## config.mk

```make
export PLATFORM = sky130hd
export DESIGN_NAME = nfa_predictor
export DESIGN_NICKNAME = d
export VERILOG_FILES = /design/src/rtl/nfa_pkg.sv /design/src/rtl/nfa_dir_table.sv /design/src/rtl/nfa_target_buffer.sv /design/src/rtl/nfa_next_select.sv /design/src/rtl/nfa_predictor.sv
export SDC_FILE = /design/constraint.sdc
export NUM_CORES = 1
export LEC_CHECK = 0
export BUFFER_PORTS_ARGS = -buffer_cell sky130_fd_sc_hd__buf_2
export CAP_MARGIN = 5
export CELL_PAD_IN_SITES_DETAIL_PLACEMENT = 1
export CELL_PAD_IN_SITES_GLOBAL_PLACEMENT = 1
export CORE_ASPECT_RATIO = 1.2
export CORE_MARGIN = 4
export CORE_UTILIZATION = 54
export DETAILED_ROUTE_END_ITERATION = 6
export PLACE_DENSITY = 0.91
export SYNTH_ARGS = -nofsm -noshare
export SYNTH_HDL_FRONTEND = slang
export SYNTH_SLANG_ARGS = --single-unit
export TNS_END_PERCENT = 100
```

## constraint.sdc

```tcl
create_clock -name clk -period 8.6 [get_ports clk]
set_input_delay 1.29 -clock clk [delete_from_list [all_inputs] [get_ports clk]]
set_output_delay 1.29 -clock clk [all_outputs]
set_load 0.05 [all_outputs]
```

## src/rtl/nfa_pkg.sv

```systemverilog
`timescale 1ns/1ps
// Shared constants and types of the next-fetch-address predictor.
// Assumes fixed-size instructions and a fetch group of several lanes.
package nfa_pkg;
    localparam int unsigned INSN_BYTES  = 4;
    localparam int unsigned FETCH_LANES = 4;
    localparam int unsigned GROUP_BYTES = INSN_BYTES * FETCH_LANES;
    localparam int unsigned OFS_W       = $clog2(INSN_BYTES);

    // Outcome of combining the target store and the direction flag.
    typedef enum logic [1:0] {
        LK_MISS   = 2'd0,
        LK_HIT_NT = 2'd1,
        LK_HIT_T  = 2'd2
    } lookup_e;
endpackage

```

## src/rtl/nfa_dir_table.sv

```systemverilog
`timescale 1ns/1ps
// One-bit direction table. Read combinationally at rd_idx; a flag is
// rewritten with the resolved outcome only when it disagrees with it.
// Assumes a single update per cycle.
module nfa_dir_table #(
    parameter int unsigned IDX_W = 6
) (
    input  logic             clk,
    input  logic             rst_n,
    input  logic [IDX_W-1:0] rd_idx,
    output logic             rd_taken,
    input  logic             wr_en,
    input  logic [IDX_W-1:0] wr_idx,
    input  logic             wr_taken
);
    localparam int unsigned ENTRIES = 1 << IDX_W;

    logic [ENTRIES-1:0] flags_q;
    logic               mispredict;

    // Read port used by the lookup in the fetch cycle.
    assign rd_taken   = flags_q[rd_idx];
    // Update is needed only when the stored flag was wrong.
    assign mispredict = wr_en && (flags_q[wr_idx] != wr_taken);

    // Flag storage with reset to not-taken.
    always_ff @(posedge clk) begin
        if (!rst_n) begin
            flags_q <= '0;
        end else if (mispredict) begin
            flags_q[wr_idx] <= wr_taken;
        end
    end

    AST_FLAG_ONLY_ON_WRONG: assert property (@(posedge clk) disable iff (!rst_n)
        !(wr_en && (flags_q[wr_idx] != wr_taken)) |=> $stable(flags_q));
    AST_FLAG_TAKES_OUTCOME: assert property (@(posedge clk) disable iff (!rst_n)
        wr_en |=> flags_q[$past(wr_idx)] == $past(wr_taken));
endmodule

```

## src/rtl/nfa_target_buffer.sv

```systemverilog
`timescale 1ns/1ps
// Direct-mapped tagged store of taken-transfer targets. Lookup is
// combinational; only taken outcomes allocate or overwrite an entry.
// Assumes one update per cycle and that tags exclude the index bits.
module nfa_target_buffer #(
    parameter int unsigned IDX_W  = 4,
    parameter int unsigned TAG_W  = 26,
    parameter int unsigned ADDR_W = 32
) (
    input  logic              clk,
    input  logic              rst_n,
    input  logic [IDX_W-1:0]  rd_idx,
    input  logic [TAG_W-1:0]  rd_tag,
    output logic              rd_hit,
    output logic [ADDR_W-1:0] rd_target,
    input  logic              wr_en,
    input  logic              wr_taken,
    input  logic [IDX_W-1:0]  wr_idx,
    input  logic [TAG_W-1:0]  wr_tag,
    input  logic [ADDR_W-1:0] wr_target
);
    localparam int unsigned ENTRIES = 1 << IDX_W;

    logic [ENTRIES-1:0] valid_q;
    logic [TAG_W-1:0]   tag_q [ENTRIES];
    logic [ADDR_W-1:0]  tgt_q [ENTRIES];
    logic [ENTRIES-1:0] tag_eq;
    logic               alloc;

    // Per-entry tag comparators; the read index picks one result.
    for (genvar e = 0; e < ENTRIES; e++) begin : g_cmp
        assign tag_eq[e] = valid_q[e] && (tag_q[e] == rd_tag);
    end

    // Lookup result for the fetch cycle.
    assign rd_hit    = tag_eq[rd_idx];
    assign rd_target = tgt_q[rd_idx];
    // Only taken transfers are installed.
    assign alloc     = wr_en && wr_taken;

    // Valid bits, cleared by reset.
    always_ff @(posedge clk) begin
        if (!rst_n) begin
            valid_q <= '0;
        end else if (alloc) begin
            valid_q[wr_idx] <= 1'b1;
        end
    end

    // Tag and target payload; no reset needed behind the valid bits.
    always_ff @(posedge clk) begin
        if (alloc) begin
            tag_q[wr_idx] <= wr_tag;
            tgt_q[wr_idx] <= wr_target;
        end
    end

    AST_NO_ALLOC_NOT_TAKEN: assert property (@(posedge clk) disable iff (!rst_n)
        (wr_en && !wr_taken) |=> $stable(valid_q));
    AST_KEEP_TARGET_NOT_TAKEN: assert property (@(posedge clk) disable iff (!rst_n)
        (wr_en && !wr_taken && valid_q[wr_idx]) |=> tgt_q[$past(wr_idx)] == $past(tgt_q[wr_idx]));
    AST_ALLOC_TAKEN: assert property (@(posedge clk) disable iff (!rst_n)
        (wr_en && wr_taken) |=> valid_q[$past(wr_idx)] && tag_q[$past(wr_idx)] == $past(wr_tag));
endmodule

```

## src/rtl/nfa_next_select.sv

```systemverilog
`timescale 1ns/1ps
// Chooses between the stored target and the sequential fetch-group
// address. Pure combinational; assumes the hit and flag are for fetch_pc.
module nfa_next_select #(
    parameter int unsigned ADDR_W = 32
) (
    input  logic              tb_hit,
    input  logic              dir_taken,
    input  logic [ADDR_W-1:0] fetch_pc,
    input  logic [ADDR_W-1:0] tb_target,
    output logic              pred_taken,
    output logic [ADDR_W-1:0] next_pc
);
    import nfa_pkg::*;

    lookup_e           outcome;
    logic [ADDR_W-1:0] seq_pc;

    // Sequential successor: one whole fetch group ahead, wrapping.
    assign seq_pc = fetch_pc + ADDR_W'(GROUP_BYTES);

    // Classify the lookup.
    always_comb begin
        if (!tb_hit)        outcome = LK_MISS;
        else if (dir_taken) outcome = LK_HIT_T;
        else                outcome = LK_HIT_NT;
    end

    // Drive the prediction from the classification.
    always_comb begin
        pred_taken = (outcome == LK_HIT_T);
        next_pc    = pred_taken ? tb_target : seq_pc;
    end
endmodule

```

## src/rtl/nfa_predictor.sv

```systemverilog
`timescale 1ns/1ps
// Next-fetch-address predictor for a four-lane fetch front end.
// Looks up a one-bit direction table and a tagged target store in the
// fetch cycle; execute updates both through one port. Assumes aligned
// instructions, so the low address bits below the instruction size are
// ignored by indexing and tagging.
module nfa_predictor #(
    parameter int unsigned PC_W      = 32,
    parameter int unsigned DIR_IDX_W = 6,
    parameter int unsigned TB_IDX_W  = 4
) (
    input  logic            clk,
    input  logic            rst_n,
    input  logic [PC_W-1:0] fetch_pc,
    output logic            pred_taken,
    output logic [PC_W-1:0] next_pc,
    input  logic            upd_valid,
    input  logic [PC_W-1:0] upd_pc,
    input  logic            upd_taken,
    input  logic [PC_W-1:0] upd_target
);
    import nfa_pkg::*;

    localparam int unsigned TAG_LSB = TB_IDX_W + OFS_W;
    localparam int unsigned TAG_W   = PC_W - TAG_LSB;

    logic                 dir_rd_taken;
    logic                 tb_hit;
    logic [PC_W-1:0]      tb_target;

    // Address field extraction for lookup and update.
    logic [DIR_IDX_W-1:0] dir_rd_idx, dir_wr_idx;
    logic [TB_IDX_W-1:0]  tb_rd_idx, tb_wr_idx;
    logic [TAG_W-1:0]     tb_rd_tag, tb_wr_tag;

    assign dir_rd_idx = fetch_pc[DIR_IDX_W+OFS_W-1:OFS_W];
    assign dir_wr_idx = upd_pc[DIR_IDX_W+OFS_W-1:OFS_W];
    assign tb_rd_idx  = fetch_pc[TAG_LSB-1:OFS_W];
    assign tb_wr_idx  = upd_pc[TAG_LSB-1:OFS_W];
    assign tb_rd_tag  = fetch_pc[PC_W-1:TAG_LSB];
    assign tb_wr_tag  = upd_pc[PC_W-1:TAG_LSB];

    nfa_dir_table #(
        .IDX_W(DIR_IDX_W)
    ) i_dir (
        .clk      (clk),
        .rst_n    (rst_n),
        .rd_idx   (dir_rd_idx),
        .rd_taken (dir_rd_taken),
        .wr_en    (upd_valid),
        .wr_idx   (dir_wr_idx),
        .wr_taken (upd_taken)
    );

    nfa_target_buffer #(
        .IDX_W (TB_IDX_W),
        .TAG_W (TAG_W),
        .ADDR_W(PC_W)
    ) i_tb (
        .clk       (clk),
        .rst_n     (rst_n),
        .rd_idx    (tb_rd_idx),
        .rd_tag    (tb_rd_tag),
        .rd_hit    (tb_hit),
        .rd_target (tb_target),
        .wr_en     (upd_valid),
        .wr_taken  (upd_taken),
        .wr_idx    (tb_wr_idx),
        .wr_tag    (tb_wr_tag),
        .wr_target (upd_target)
    );

    nfa_next_select #(
        .ADDR_W(PC_W)
    ) i_sel (
        .tb_hit     (tb_hit),
        .dir_taken  (dir_rd_taken),
        .fetch_pc   (fetch_pc),
        .tb_target  (tb_target),
        .pred_taken (pred_taken),
        .next_pc    (next_pc)
    );

    AST_RESET_NOT_TAKEN: assert property (@(posedge clk) disable iff (!rst_n)
        $rose(rst_n) |-> !pred_taken);
    AST_FALL_THROUGH: assert property (@(posedge clk) disable iff (!rst_n)
        !pred_taken |-> next_pc == fetch_pc + PC_W'(GROUP_BYTES));
    AST_TAKEN_NEEDS_HIT: assert property (@(posedge clk) disable iff (!rst_n)
        pred_taken |-> tb_hit && dir_rd_taken);
    AST_UPDATE_VISIBLE: assert property (@(posedge clk) disable iff (!rst_n)
        (upd_valid && upd_taken) |=>
            (fetch_pc != $past(upd_pc)) || (pred_taken && next_pc == $past(upd_target)));
endmodule

```

==> qor.yml, run 1 <==
cts.sinks: 1008
synth_area_um2: 42400
start_util_pct: 54.5
synth_area_leaders: "edfxtp_1 (66%), mux4_2 (9.8%), xor2_1 (6.6%)"
async_flop_share_pct: 0
cts_resized: 0
fin_worst_hold_slack_ns: 0.473
coreArea_um2: 77800
share_clk_of_total_power_pct: 42.0
finalMaxSlewViolations: 0
use_met3_pct: 7.49
setup-tns-final_ns: 0
layout.nets: 2628
place_ws_ns: 1.86
area_delta_synth_final_pct: 11.4
ios: 133
place.gp.congestion: 0.851
overflow: 0
dr.pass1.iters: 5
busiest_layer: "met2"
drc_errors: 0
ys_top_cells_by_count: "edfxtp_1 (928), xor2_1 (319), mux4_2 (184)"
num_vias: 25600
rows: 112
crit_type: "input pin to primary output"
drtIter0Drc: 4558
drive_gt1_share_pct: 21.0
p_sw_mw: 2.49
worst_pin_slew_ns: 1.22
ys_warn_count: 0
path_max_fanout: 32
clk_pin_slew_ns: 0.07
clock.fmax_ghz: 0.142
nFillCells: 6729
p_int_mw: 8.07
die_area_um2: 83100
yosysSeqAreaShare_pct: 69.5
wl_um: 140000
dp_hpwl_um: 70600
final-setup-viol-count: 0
hold_buffers: 0
tritoncts: "yes"
synthCells: 2401
syn-num-nets: 2502
root_buffer: "clkbuf_16"
clockBufferDepth: 3
postCtsSetupBuffers: 0
wl_per_cell_um: 38.6
hold_class: "register to register"
met2_usage_pct: 54.9
grt_pass1_wl_um: 197000
end_kind: "primary output"
switching_share_pct: 23.6
min_period_ns: 7.03
worst_slack_ns: 1.57
combPwrFrac_pct: 6.6
power_mw: 10.6
synth_edf_count: 928
status: "finished, final reports clean"
seqPwrFrac_pct: 51.4
final_core_util_pct: 60.7
slew_headroom_pct: 17.9
via_per_inst: 7.05
fin_worst_skew_ns: 0.0508
yosysTopAreaCellShare_pct: 65.7
syn_area_per_cell_um2: 17.7
grt_pass1_vias: 27100
hold_viol: 0
ir_worst_vdd_mv: 0.226
grt_util_all_layers_pct: 33.0
yosysMostFrequentCell: "edfxtp_1"
p_leak_nw: 15.2
use_met1_pct: 40.5
cp.arrival_ns: 5.74
cts_buffers: 95
max_cap_viol_count: 0
yosys.area.top_type: "edfxtp_1"
start_kind: "input pin"
die_x_um: 264
clock_latency_ns: 0.68
io_buffers: 130
cts_max_level: 3
grt_antenna_before_repair: 12
fp.dieH_um: 315
critPathRequiredTime_ns: 7.31
grt_start_max_net_pins: 81
yosys_register_bits: 1008
min_period_over_period_pct: 81.7
synthFlopType: "edfxtp_1"
ant_nets: 0
synth.distinct_cells: 52
rsz0062_at_grt: "false"
power.density_nw_per_um2: 224
## through the flow
step	instances	area (um2)
floorplan	2401	42400
global placement	3456	44000
detailed placement	3456	44000
CTS	3631	47200
global route	3634	47200
finish	3638	47200
## logic make-up after synthesis
group	after synthesis	synth area share, %
compound gates	215	3.26
xor+xnor	442	9.13
fa+ha+maj	1	0.0295
buf+inv	144	1.77
flops	1008	69.5
mux	233	11.7
simple gates	358	4.56
## layer usage
layer | share of wire [%] | wire, um | up-vias
met2 | 49 | 68300 | 2406
li1 | - | - | 9636
met5 | 0.031 | 43 | -
met4 | 6.7 | 9410 | 6
met1 | 33 | 45800 | 13000
met3 | 12 | 16900 | 630
## power groups by stage
stage / Clock [mW] / Sequential (mW) / Combinational [mW]
6_report: 4.43 / 5.43 / 0.696
2_1_floorplan: 0 / 5.53 / 0.391
3_3_place_gp: 0 / 5.52 / 0.614
3_5_place_dp: 0 / 5.53 / 0.651
5_1_grt: 4.66 / 5.43 / 0.711
4_1_cts: 4.41 / 5.43 / 0.672
## worst max-delay path, stage by stage
cell and delay, ns:
buf_2 0.73, xnor2_1 0.21, nand4_1 0.19, nor4_1 0.59
a221oi_1 0.25, a31oi_1 0.37, o22ai_1 0.34, nor4b_4 0.40
buf_4 0.64, mux2_2 0.44, buf_2 0.22
## state kept, by name, summed over array words and instances (netlist names)
| name | count |
|---|---|
| i_tb.valid_q | 16 |
| i_tb.tag_q | 416 |
| i_tb.tgt_q | 512 |
| i_dir.flags_q | 64 |
## layout make-up
type	instances	area, um2	share of cell area [%]
diodes	7	17.5	0.0371
clock buffers	110	2450	5.20
clock inverters	65	728	1.54
inverters	3	11.3	0.0238
multi-input cells	1249	12300	26.0
flip-flops and latches	1008	29500	62.4
well taps	1026	1280	2.72
repair buffers	170	970	2.05
## cell usage in the layout (no fill, tap or decap), drive strengths merged, types with 17 or more instances in the layout
cell,count
edfxtp,928
xor2,319
mux4,195
buf,170
xnor2,123
clkbuf,110
dfxtp,80
nor4,79
o21ai,73
nand2,57
nor2,53
nand4,44
clkinv,44
mux2,34
nand3,30
nor2b,27
nor3,26
a211oi,25
a21boi,24
a22oi,22
a31oi,17
## worst paths after layout
| check | startpoint | slack (ns) | depth (start not counted) | end |
|---|---|---|---|---|
| worst max-delay path | fetch_pc[22] | 1.57 | 11 | next_pc[28] |
| worst min-delay path | i_tb.valid_q[5]$_SDFFE_PN0P_ | 0.47 | 1 | i_tb.valid_q[5]$_SDFFE_PN0P_ |
| worst max register to register | i_dir.flags_q[43]$_SDFFE_PN0P_ | 5.40 | 7 | i_dir.flags_q[44]$_SDFFE_PN0P_ |
| worst min register to register | i_tb.valid_q[5]$_SDFFE_PN0P_ | 0.47 | 1 | i_tb.valid_q[5]$_SDFFE_PN0P_ |
(Power assumes the default switching activity.)
==> inputs of run 2 (changes only) <==
--- a/config.mk
+++ b/config.mk
@@ -11,9 +11,9 @@
 export CELL_PAD_IN_SITES_GLOBAL_PLACEMENT = 1
 export CORE_ASPECT_RATIO = 1.2
 export CORE_MARGIN = 4
-export CORE_UTILIZATION = 54
+export CORE_UTILIZATION = 49
 export DETAILED_ROUTE_END_ITERATION = 6
-export PLACE_DENSITY = 0.91
+export PLACE_DENSITY = 0.87
 export SYNTH_ARGS = -nofsm -noshare
 export SYNTH_HDL_FRONTEND = slang
 export SYNTH_SLANG_ARGS = --single-unit
==> constraint.sdc (replaced) <==
create_clock -name clk -period 6.4 [get_ports clk]
set_input_delay 0.96 -clock clk [delete_from_list [all_inputs] [get_ports clk]]
set_output_delay 0.96 -clock clk [all_outputs]
set_load 0.05 [all_outputs]
==> qor.yml, run 2 (same netlist as run 1, synthesis figures left out) <==
place.gp.congestion: 0.833  # -2.1%
cts_resized: 0  # unchanged
min_period_ns: 6.11
layout.nets: 2673  # +1.7%
die_x_um: 277  # +4.8%
p_leak_nw: 15.4  # +1.6%
overflow: 0  # unchanged
clock.fmax_ghz: 0.164
power.density_nw_per_um2: 295  # +32%
fin_worst_skew_ns: 0.0241  # -0.0267 ns
wl_per_cell_um: 34.8  # -10%
largest_register_ffs: 512  # unchanged
hold_class: "register to register"
dp_hpwl_um: 74900  # +6.0%
die_area_um2: 91300  # +9.9%
end_kind: "primary output"
grt_pass1_wl_um: 190000  # -3.3%
drtIter0Drc: 3412  # -25%
clockBufferDepth: 3  # unchanged
cts.sinks: 1008  # unchanged
clock_latency_ns: 0.68  # about the same
regArea_um2: 29500  # unchanged
clk_pin_slew_ns: 0.07  # about the same
ios: 133  # unchanged
regMostFlops: "i_tb.tgt_q"
grt_util_all_layers_pct: 28.8  # -4.3 points
cp.arrival_ns: 5.15  # -0.59 ns
fp.dieH_um: 330  # +4.9%
drive_gt1_share_pct: 22.3  # +1.3 points
io_buffers: 130  # unchanged
cts_max_level: 3  # unchanged
rows: 117  # +4.5%
slew_headroom_pct: 14.8  # -3.0 points
root_buffer: "clkbuf_16"
status: "finished, final reports clean"
fin_worst_hold_slack_ns: 0.470  # -0.00248 ns
rsz0062_at_grt: "false"
setup-tns-final_ns: 0  # unchanged
hold_buffers: 0  # unchanged
min_period_over_period_pct: 95.4
ir_worst_vdd_mv: 0.266  # +18%
coreArea_um2: 85300  # +9.7%
wl_um: 132000  # -6.2%
final_cell_mix: "edfxtp_1 (928), xor2_1 (319), mux4_2 (184)"
path_max_fanout: 32  # unchanged
start_kind: "input pin"
dp.cells: 3602  # +4.2%
tritoncts: "yes"
layout_commonest_cell: "edfxtp_1"
ant_nets: 0  # unchanged
grt_start_max_net_pins: 91  # +12%
via_per_inst: 6.52  # -7.6%
max_cap_viol_count: 0  # unchanged
power_mw: 14.1  # +34%
cts_buffers: 98  # +3.2%
final_core_util_pct: 56.0  # -4.7 points
num_vias: 24700  # -3.7%
final-setup-viol-count: 0  # unchanged
nFillCells: 7651  # +14%
area_delta_synth_final_pct: 12.8
hold_viol: 0  # unchanged
fin_cells: 3788  # +4.1%
biggestRegsByFlops: "i_tb.tgt_q x512, i_tb.tag_q x416, i_dir.flags_q x64"
start_util_pct: 49.7  # -4.8 points
drc_errors: 0  # unchanged
finalMaxSlewViolations: 0  # unchanged
postCtsSetupBuffers: 0  # unchanged
dr.pass1.iters: 5  # unchanged
crit_type: "input pin to primary output"
grt_pass1_vias: 26500  # -2.3%
multiInputGateArea_um2: 12300  # unchanged
grt_antenna_before_repair: 9  # -3
worst_pin_slew_ns: 1.27  # +0.0451 ns
critPathRequiredTime_ns: 5.44  # -1.87 ns
run 2: final cells by class:
type	count	area share (%)
Clock inverter	56	1.35
Antenna cell	4	0.0209
Inverter	3	0.0236
Clock buffer	126	5.48
Multi-Input combinational cell	1249	25.7
Sequential cell	1008	61.6
Tap cell	1130	2.96
Timing Repair Buffer	212	2.84
run 2: worst paths after layout:
check,cells after the start,slack [ns],start,endpoint
max,11,0.29,fetch_pc[30],next_pc[31]
min,1,0.47,i_tb.valid_q[4]$_SDFFE_PN0P_,i_tb.valid_q[4]$_SDFFE_PN0P_
max reg2reg,7,3.34,i_dir.flags_q[43]$_SDFFE_PN0P_,i_dir.flags_q[45]$_SDFFE_PN0P_
min reg2reg,1,0.47,i_tb.valid_q[4]$_SDFFE_PN0P_,i_tb.valid_q[4]$_SDFFE_PN0P_
run 2: critical path: stages:
cell and delay, ns:
buf_2 0.45, buf_4 0.37, xor2_1 0.12, nor4_1 0.75, nand4_1 0.24, a31oi_1 0.48
o22ai_1 0.33, nor4b_4 0.41, buf_12 0.34, mux2_2 0.44, buf_2 0.23
run 2: through the flow:
stage / instance area [um2] / worst slack (ns)
2_1_floorplan: 42400 / 0.0186
3_3_place_gp: 44500 / 0.581
3_5_place_dp: 44500 / 0.469
4_1_cts: 47800 / 0.430
5_1_grt: 47800 / 0.405
6_report: 47800 / 0.292
run 2: where the power goes:
| group | switching (mW) | leakage [nW] | internal [mW] |
|---|---|---|---|
| clock | 2.59 | 1.56 | 3.29 |
| combinational | 0.629 | 4.87 | 0.304 |
| sequential | 0.0320 | 9.00 | 7.26 |
run 2: routing by layer:
metal  share of wire (%)  GRT usage [%]  vias up
met5               0.038              0        -
met4                 5.3           12.9        6
met3                 9.8           5.02      409
met2                  50           49.7     1687
met1                  34           35.9    12800
li1                    -              -     9742
